`src/rtl/pfc_pi_pkg.sv`:
```
package pfc_pi_pkg;
  typedef enum logic [1:0] {
    CLIP_NONE = 2'd0,
    CLIP_HIGH = 2'd1,
    CLIP_LOW  = 2'd2
  } clip_kind_e;
endpackage

```
`src/rtl/pi_integrator.sv`:
```
module pi_integrator
  import pfc_pi_pkg::*;
#(
  parameter int ERR_W = 17,
  parameter int ACC_W = 24
) (
  input  logic                    clk,
  input  logic                    rst_n,
  input  logic                    clr,
  input  logic                    step,
  input  logic signed [ERR_W-1:0] err,
  output logic signed [ACC_W-1:0] sum_q,
  output logic signed [ACC_W-1:0] sum_next
);
  localparam logic signed [ACC_W-1:0] SUM_MAX = {1'b0, {(ACC_W-1){1'b1}}};
  localparam logic signed [ACC_W-1:0] SUM_MIN = {1'b1, {(ACC_W-1){1'b0}}};

  logic signed [ACC_W-1:0] base;
  logic signed [ACC_W:0]   wide;
  clip_kind_e              clip;

  always_comb begin
    base = clr ? '0 : sum_q;
    wide = $signed({base[ACC_W-1], base}) + (ACC_W+1)'(err);
    if (wide[ACC_W] == wide[ACC_W-1]) clip = CLIP_NONE;
    else if (wide[ACC_W])             clip = CLIP_LOW;
    else                              clip = CLIP_HIGH;
    case (clip)
      CLIP_HIGH: sum_next = SUM_MAX;
      CLIP_LOW:  sum_next = SUM_MIN;
      default:   sum_next = wide[ACC_W-1:0];
    endcase
  end

  always_ff @(posedge clk) begin
    if (!rst_n)     sum_q <= '0;
    else if (step)  sum_q <= sum_next;
    else if (clr)   sum_q <= '0;
  end
endmodule

```
`src/rtl/pi_out_stage.sv`:
```
module pi_out_stage
  import pfc_pi_pkg::*;
#(
  parameter int DATA_W = 16,
  parameter int GAIN_W = 16,
  parameter int ERR_W  = 17,
  parameter int ACC_W  = 24,
  parameter int PROD_W = 42,
  parameter int SHIFT  = 15
) (
  input  logic signed [GAIN_W-1:0] kp,
  input  logic signed [GAIN_W-1:0] ki,
  input  logic signed [ERR_W-1:0]  err,
  input  logic signed [ACC_W-1:0]  integ,
  output logic signed [DATA_W-1:0] u
);
  localparam logic signed [PROD_W-1:0] U_HI =
    $signed({{(PROD_W-DATA_W+1){1'b0}}, {(DATA_W-1){1'b1}}});
  localparam logic signed [PROD_W-1:0] U_LO = ~U_HI;

  logic signed [PROD_W-1:0] p_term, i_term, total, scaled;
  clip_kind_e               clip;

  always_comb begin
    p_term = PROD_W'(kp) * PROD_W'(err);
    i_term = PROD_W'(ki) * PROD_W'(integ);
    total  = p_term + i_term;
    scaled = total >>> SHIFT;
    if (scaled > U_HI)      clip = CLIP_HIGH;
    else if (scaled < U_LO) clip = CLIP_LOW;
    else                    clip = CLIP_NONE;
    case (clip)
      CLIP_HIGH: u = {1'b0, {(DATA_W-1){1'b1}}};
      CLIP_LOW:  u = {1'b1, {(DATA_W-1){1'b0}}};
      default:   u = scaled[DATA_W-1:0];
    endcase
  end
endmodule

```
`src/rtl/pi_duty_map.sv`:
```
module pi_duty_map #(
  parameter int DATA_W     = 16,
  parameter int PERIOD_MAX = 2048,
  parameter int DUTY_W     = 12
) (
  input  logic signed [DATA_W-1:0] u,
  output logic        [DUTY_W-1:0] duty
);
  localparam logic [DATA_W-1:0] TOP = DATA_W'(PERIOD_MAX);

  always_comb begin
    if (u[DATA_W-1])             duty = '0;
    else if ($unsigned(u) > TOP) duty = DUTY_W'(PERIOD_MAX);
    else                         duty = u[DUTY_W-1:0];
  end
endmodule

```
`src/rtl/pfc_pi_ctrl.sv`:
```
module pfc_pi_ctrl #(
  parameter int DATA_W     = 16,
  parameter int GAIN_W     = 16,
  parameter int IN_FRAC    = 15,
  parameter int GAIN_FRAC  = 11,
  parameter int OUT_FRAC   = 11,
  parameter int ACC_W      = 24,
  parameter int PERIOD_MAX = 2048,
  parameter bit DUTY_EN    = 1'b1
) (
  input  logic                              clk,
  input  logic                              rst_n,
  input  logic                              clr,
  input  logic signed [GAIN_W-1:0]          kp,
  input  logic signed [GAIN_W-1:0]          ki,
  input  logic                              in_valid,
  output logic                              in_ready,
  input  logic signed [DATA_W-1:0]          ref_in,
  input  logic signed [DATA_W-1:0]          meas_in,
  output logic                              out_valid,
  input  logic                              out_ready,
  output logic signed [DATA_W-1:0]          u_out,
  output logic [$clog2(PERIOD_MAX+1)-1:0]   duty_out
);
  localparam int ERR_W  = DATA_W + 1;
  localparam int SHIFT  = IN_FRAC + GAIN_FRAC - OUT_FRAC;
  localparam int PROD_W = GAIN_W + ACC_W + 2;
  localparam int DUTY_W = $clog2(PERIOD_MAX + 1);

  logic                    take;
  logic signed [ERR_W-1:0] err;
  logic signed [ACC_W-1:0] sum_q, sum_next;
  logic signed [DATA_W-1:0] u_c;
  logic [DUTY_W-1:0]       duty_c;
  logic                    vld_q;

  assign in_ready = !vld_q;
  assign take     = in_valid && !vld_q;
  assign err      = ERR_W'(ref_in) - ERR_W'(meas_in);

  pi_integrator #(.ERR_W(ERR_W), .ACC_W(ACC_W)) u_integ (
    .clk(clk), .rst_n(rst_n), .clr(clr), .step(take), .err(err),
    .sum_q(sum_q), .sum_next(sum_next)
  );

  pi_out_stage #(
    .DATA_W(DATA_W), .GAIN_W(GAIN_W), .ERR_W(ERR_W), .ACC_W(ACC_W),
    .PROD_W(PROD_W), .SHIFT(SHIFT)
  ) u_out_stage (
    .kp(kp), .ki(ki), .err(err), .integ(sum_next), .u(u_c)
  );

  generate
    if (DUTY_EN) begin : g_duty
      pi_duty_map #(.DATA_W(DATA_W), .PERIOD_MAX(PERIOD_MAX), .DUTY_W(DUTY_W)) u_duty (
        .u(u_c), .duty(duty_c)
      );
    end else begin : g_noduty
      assign duty_c = '0;
    end
  endgenerate

  always_ff @(posedge clk) begin
    if (!rst_n) begin
      vld_q    <= 1'b0;
      u_out    <= '0;
      duty_out <= '0;
    end else if (take) begin
      vld_q    <= 1'b1;
      u_out    <= u_c;
      duty_out <= duty_c;
    end else if (out_ready) begin
      vld_q    <= 1'b0;
    end
  end

  assign out_valid = vld_q;
endmodule

```
`config.mk`:
```
export PLATFORM = sky130hd
export DESIGN_NAME = pfc_pi_ctrl
export DESIGN_NICKNAME = d
export VERILOG_FILES = /design/src/rtl/pfc_pi_pkg.sv /design/src/rtl/pi_integrator.sv /design/src/rtl/pi_out_stage.sv /design/src/rtl/pi_duty_map.sv /design/src/rtl/pfc_pi_ctrl.sv
export SDC_FILE = /design/constraint.sdc
export NUM_CORES = 2
export LEC_CHECK = 0
export BUFFER_PORTS_ARGS = -buffer_cell sky130_fd_sc_hd__buf_2
export CAP_MARGIN = 10
export CORE_MARGIN = 2
export CORE_UTILIZATION = 45
export DETAILED_ROUTE_END_ITERATION = 8
export GPL_TIMING_DRIVEN = 0
export PLACE_DENSITY = 0.66
export SLEW_MARGIN = 20
export SYNTH_ARGS = -nofsm -noshare
export SYNTH_HDL_FRONTEND = slang
export SYNTH_HIERARCHICAL = 1
export SYNTH_SLANG_ARGS = --single-unit
```
`constraint.sdc`:
```
create_clock -name clk -period 12.35 [get_ports clk]
set_input_delay 0.6175 -clock clk [delete_from_list [all_inputs] [get_ports clk]]
set_output_delay 0.6175 -clock clk [all_outputs]
set_load 0.02 [all_outputs]
```
==> metrics.yaml <==
setup_path:
  critPathLaunchType: "input pin"
  critical_path.max_stage_delay_ps: 700
  slowest_stage: "fa_2"
  crit_top_cell: "fa_1"
  critPathMaxFanout: 6
  cp_top_family: "adder cells"
  crit_arrival_ps: 12930
  r2r_cells: 51
  cp_data_required_time_ps: 12580
  r2r_end: "duty_out[10]"
  reg2reg_setup_slack_ps: 680
  reg2reg_from: "u_integ/sum_q[0]"
  critPathBufInv: 16
  endpoint_kind: "flip-flop"
  path_class: "in2reg"
min_path:
  hold_depth: 2
  hp-class: "reg2reg"
  worstHoldEndpoint: "duty_out[10]"
  min_from: "duty_out[10]"
synth:
  synth_flop_cell: "dfxtp_1"
  synthCells: 3315
  synth_fp_nets: 4321
  ys_warn_count: 6
  ys_ff_latch: 53
  synth_edf_count: 0
  async_flop_share_pct: 0
  yosysUniqueCellTypes: 88
  synth_area_per_cell_um2: 8.97
  yosysSeqAreaShare_pct: 3.57
  syn-cell-area_um2: 29700
die:
  rows: 94
  die_h_um: 261
  io_pins: 99
  start_util_pct: 45.3
  die_area_um2: 68200
  coreArea_um2: 65600
  die_w_um: 261
global_routing:
  grt.overflow.total: 0
  met1_usage_pct: 38.2
  met3_usage_pct: 6.28
  grt_max_degree: 19
  use_met2_pct: 45.6
  grt_busiest_layer: "met2"
  grt_pass1_vias: 24900
  grt_antenna_before_repair: 5
  grt_first_pass_wirelength_um: 146000
  grt_usage_pct: 28.7
route:
  drc: 0
  routed_wl_um: 94900
  dr.first_iter.drc_count: 1651
  drt_first_pass_iters: 5
  vias_per_cell: 5.36
  vias: 23800
  wl_per_cell_um: 21.4
  drtAntennaViolNets: 0
cts:
  h-tree-depth: 2
  cts.sink_count: 53
  clk-insertion-delay-late_ps: 300
  path_clk_slew_ps: 70
  cts_max_path_buffers: 2
  cts_tree: "yes"
  cts_buffers: 5
  cts_root_buf: "clkbuf_16"
layout:
  layout_common_cells: "inv_1 (808), fa_1 (693), nand2_1 (439), and2_1 (300), ha_1 (163)"
  syn2layout_area_growth_pct: 17.9
  fill_cells: 5903
  nets: 4578
  drive_gt1_share_pct: 16.6
  final_common_cell: "inv_1"
run:
  maxCapViolations: 0
placed_design:
  gp_congestion: 1.02
  io_buffer_count: 95
  place_ws_ps: -3090
  dpl.hpwl_um: 76600
sta:
  relSlewSlack_pct: 35.4
  hold_viol: 0
  tightest_slew_ps: 966
  rsz0062_at_grt: "true"
  setup_viol: 15
  finalCriticalPeriod_ps: 12700
  timing.final.ws_setup_ps: -350
  fmax_ghz: 0.0787
  final_max_slew_viol_count: 0
  skew_ps: 8.20
  post-route-period-util_pct: 103
run_status:
  violations: "negative setup slack"
  status: "finished with violations"
## per-layer routing
metal | share of wire [%] | vias up
met5 | 0.045 | -
met4 | 5.2 | 8
met3 | 11 | 235
met2 | 46 | 1136
met1 | 38 | 12100
li1 | - | 10300
## how the worst max path moves through the flow
stage	startpoint	end	slack [ps]	depth (start not counted)
after floorplan	ref_in[0]	duty_out[10]	5	50
after global placement	meas_in[1]	duty_out[7]	-3480	52
after detailed placement	ref_in[0]	duty_out[9]	-3090	51
after CTS	meas_in[0]	duty_out[9]	-320	53
after global routing	meas_in[8]	duty_out[9]	-720	58
final	ref_in[0]	duty_out[10]	-350	56
## worst min-delay path: stages (launching register included)
cell	delay, ps
dfxtp_1	310
nand2_1	50
a21boi_1	50
## state kept, by name, indices dropped and copies added (netlist names)
signal	cells
u_integ/sum_q	24
u_out	16
duty_out	12
out_valid	1
## synth_stat cells, drive strengths merged (3+ instances only)
library cell,count,share of area (%)
o221a,5,0.19
and4bb,11,0.46
nor2,58,0.73
nand2,460,5.8
o21a,6,0.15
o31a,4,0.12
a31oi,17,0.38
nor3,13,0.24
nand2b,18,0.38
buf,19,0.39
o22ai,4,0.084
nor2b,48,1.0
o21bai,5,0.14
a21oi,71,1.2
and3,7,0.15
ha,203,8.5
a21boi,29,0.73
fa,734,49
o2111ai,3,0.11
mux2i,6,0.20
xor2,22,0.65
o21ai,55,0.96
clkbuf,118,1.5
a311oi,9,0.31
o31ai,6,0.17
a31o,4,0.12
or2,3,0.063
dfxtp,53,3.6
inv,823,10
o211ai,29,0.93
nor4,3,0.084
a211oi,9,0.23
and2,305,6.4
and4,3,0.088
a21o,31,0.79
nand3,31,0.54
o211a,4,0.16
nand4,14,0.32
xnor2,45,1.4
## cell type report
type	instances	area (µm²)	share of cell area, %
multi-input combinational	2301	26800	76.3
inverter	824	3110	8.86
timing repair buffer	258	1970	5.62
tap	864	1080	3.08
sequential	53	1060	3.03
buffer	129	953	2.72
clock buffer	6	129	0.367
clock inverter	2	10.0	0.0285
antenna	2	5.00	0.0143
## metrics by stage
stage	utilization, %	TNS [ps]	area [µm²]	hold WS (ps)	instances
after floorplan	-	0	29800	539	3315
after global placement	47.8	-86170	31400	448	4274
after detailed placement	47.9	-74680	31400	455	4274
after CTS	52.0	-2930	34100	452	4387
after global routing	53.4	-11740	35100	464	4437
final	53.4	-3780	35100	447	4439
## cells by family after synthesis
| family | Yosys count | synth area share (%) |
|---|---|---|
| AOI/OAI and AO/OA | 309 | 7.44 |
| xor gates and xnor gates | 67 | 2.00 |
| DFF | 53 | 3.57 |
| and+or+nand+nor | 982 | 16.5 |
| muxes | 6 | 0.202 |
| buffers and inverters | 961 | 12.3 |
| adders and majority gates | 937 | 57.9 |
## timing repair
action,4_1_cts,5_1_grt
hold buffers,0,0
gates cloned,7,0
endpoints found under the setup margin,28,28
pin swaps,126,116
setup buffers,105,52
resized for setup,331,146
Power is left out: the tool's default activity adds up to more than one toggle a clock period on the data nets, which glitch-free logic cannot reach.
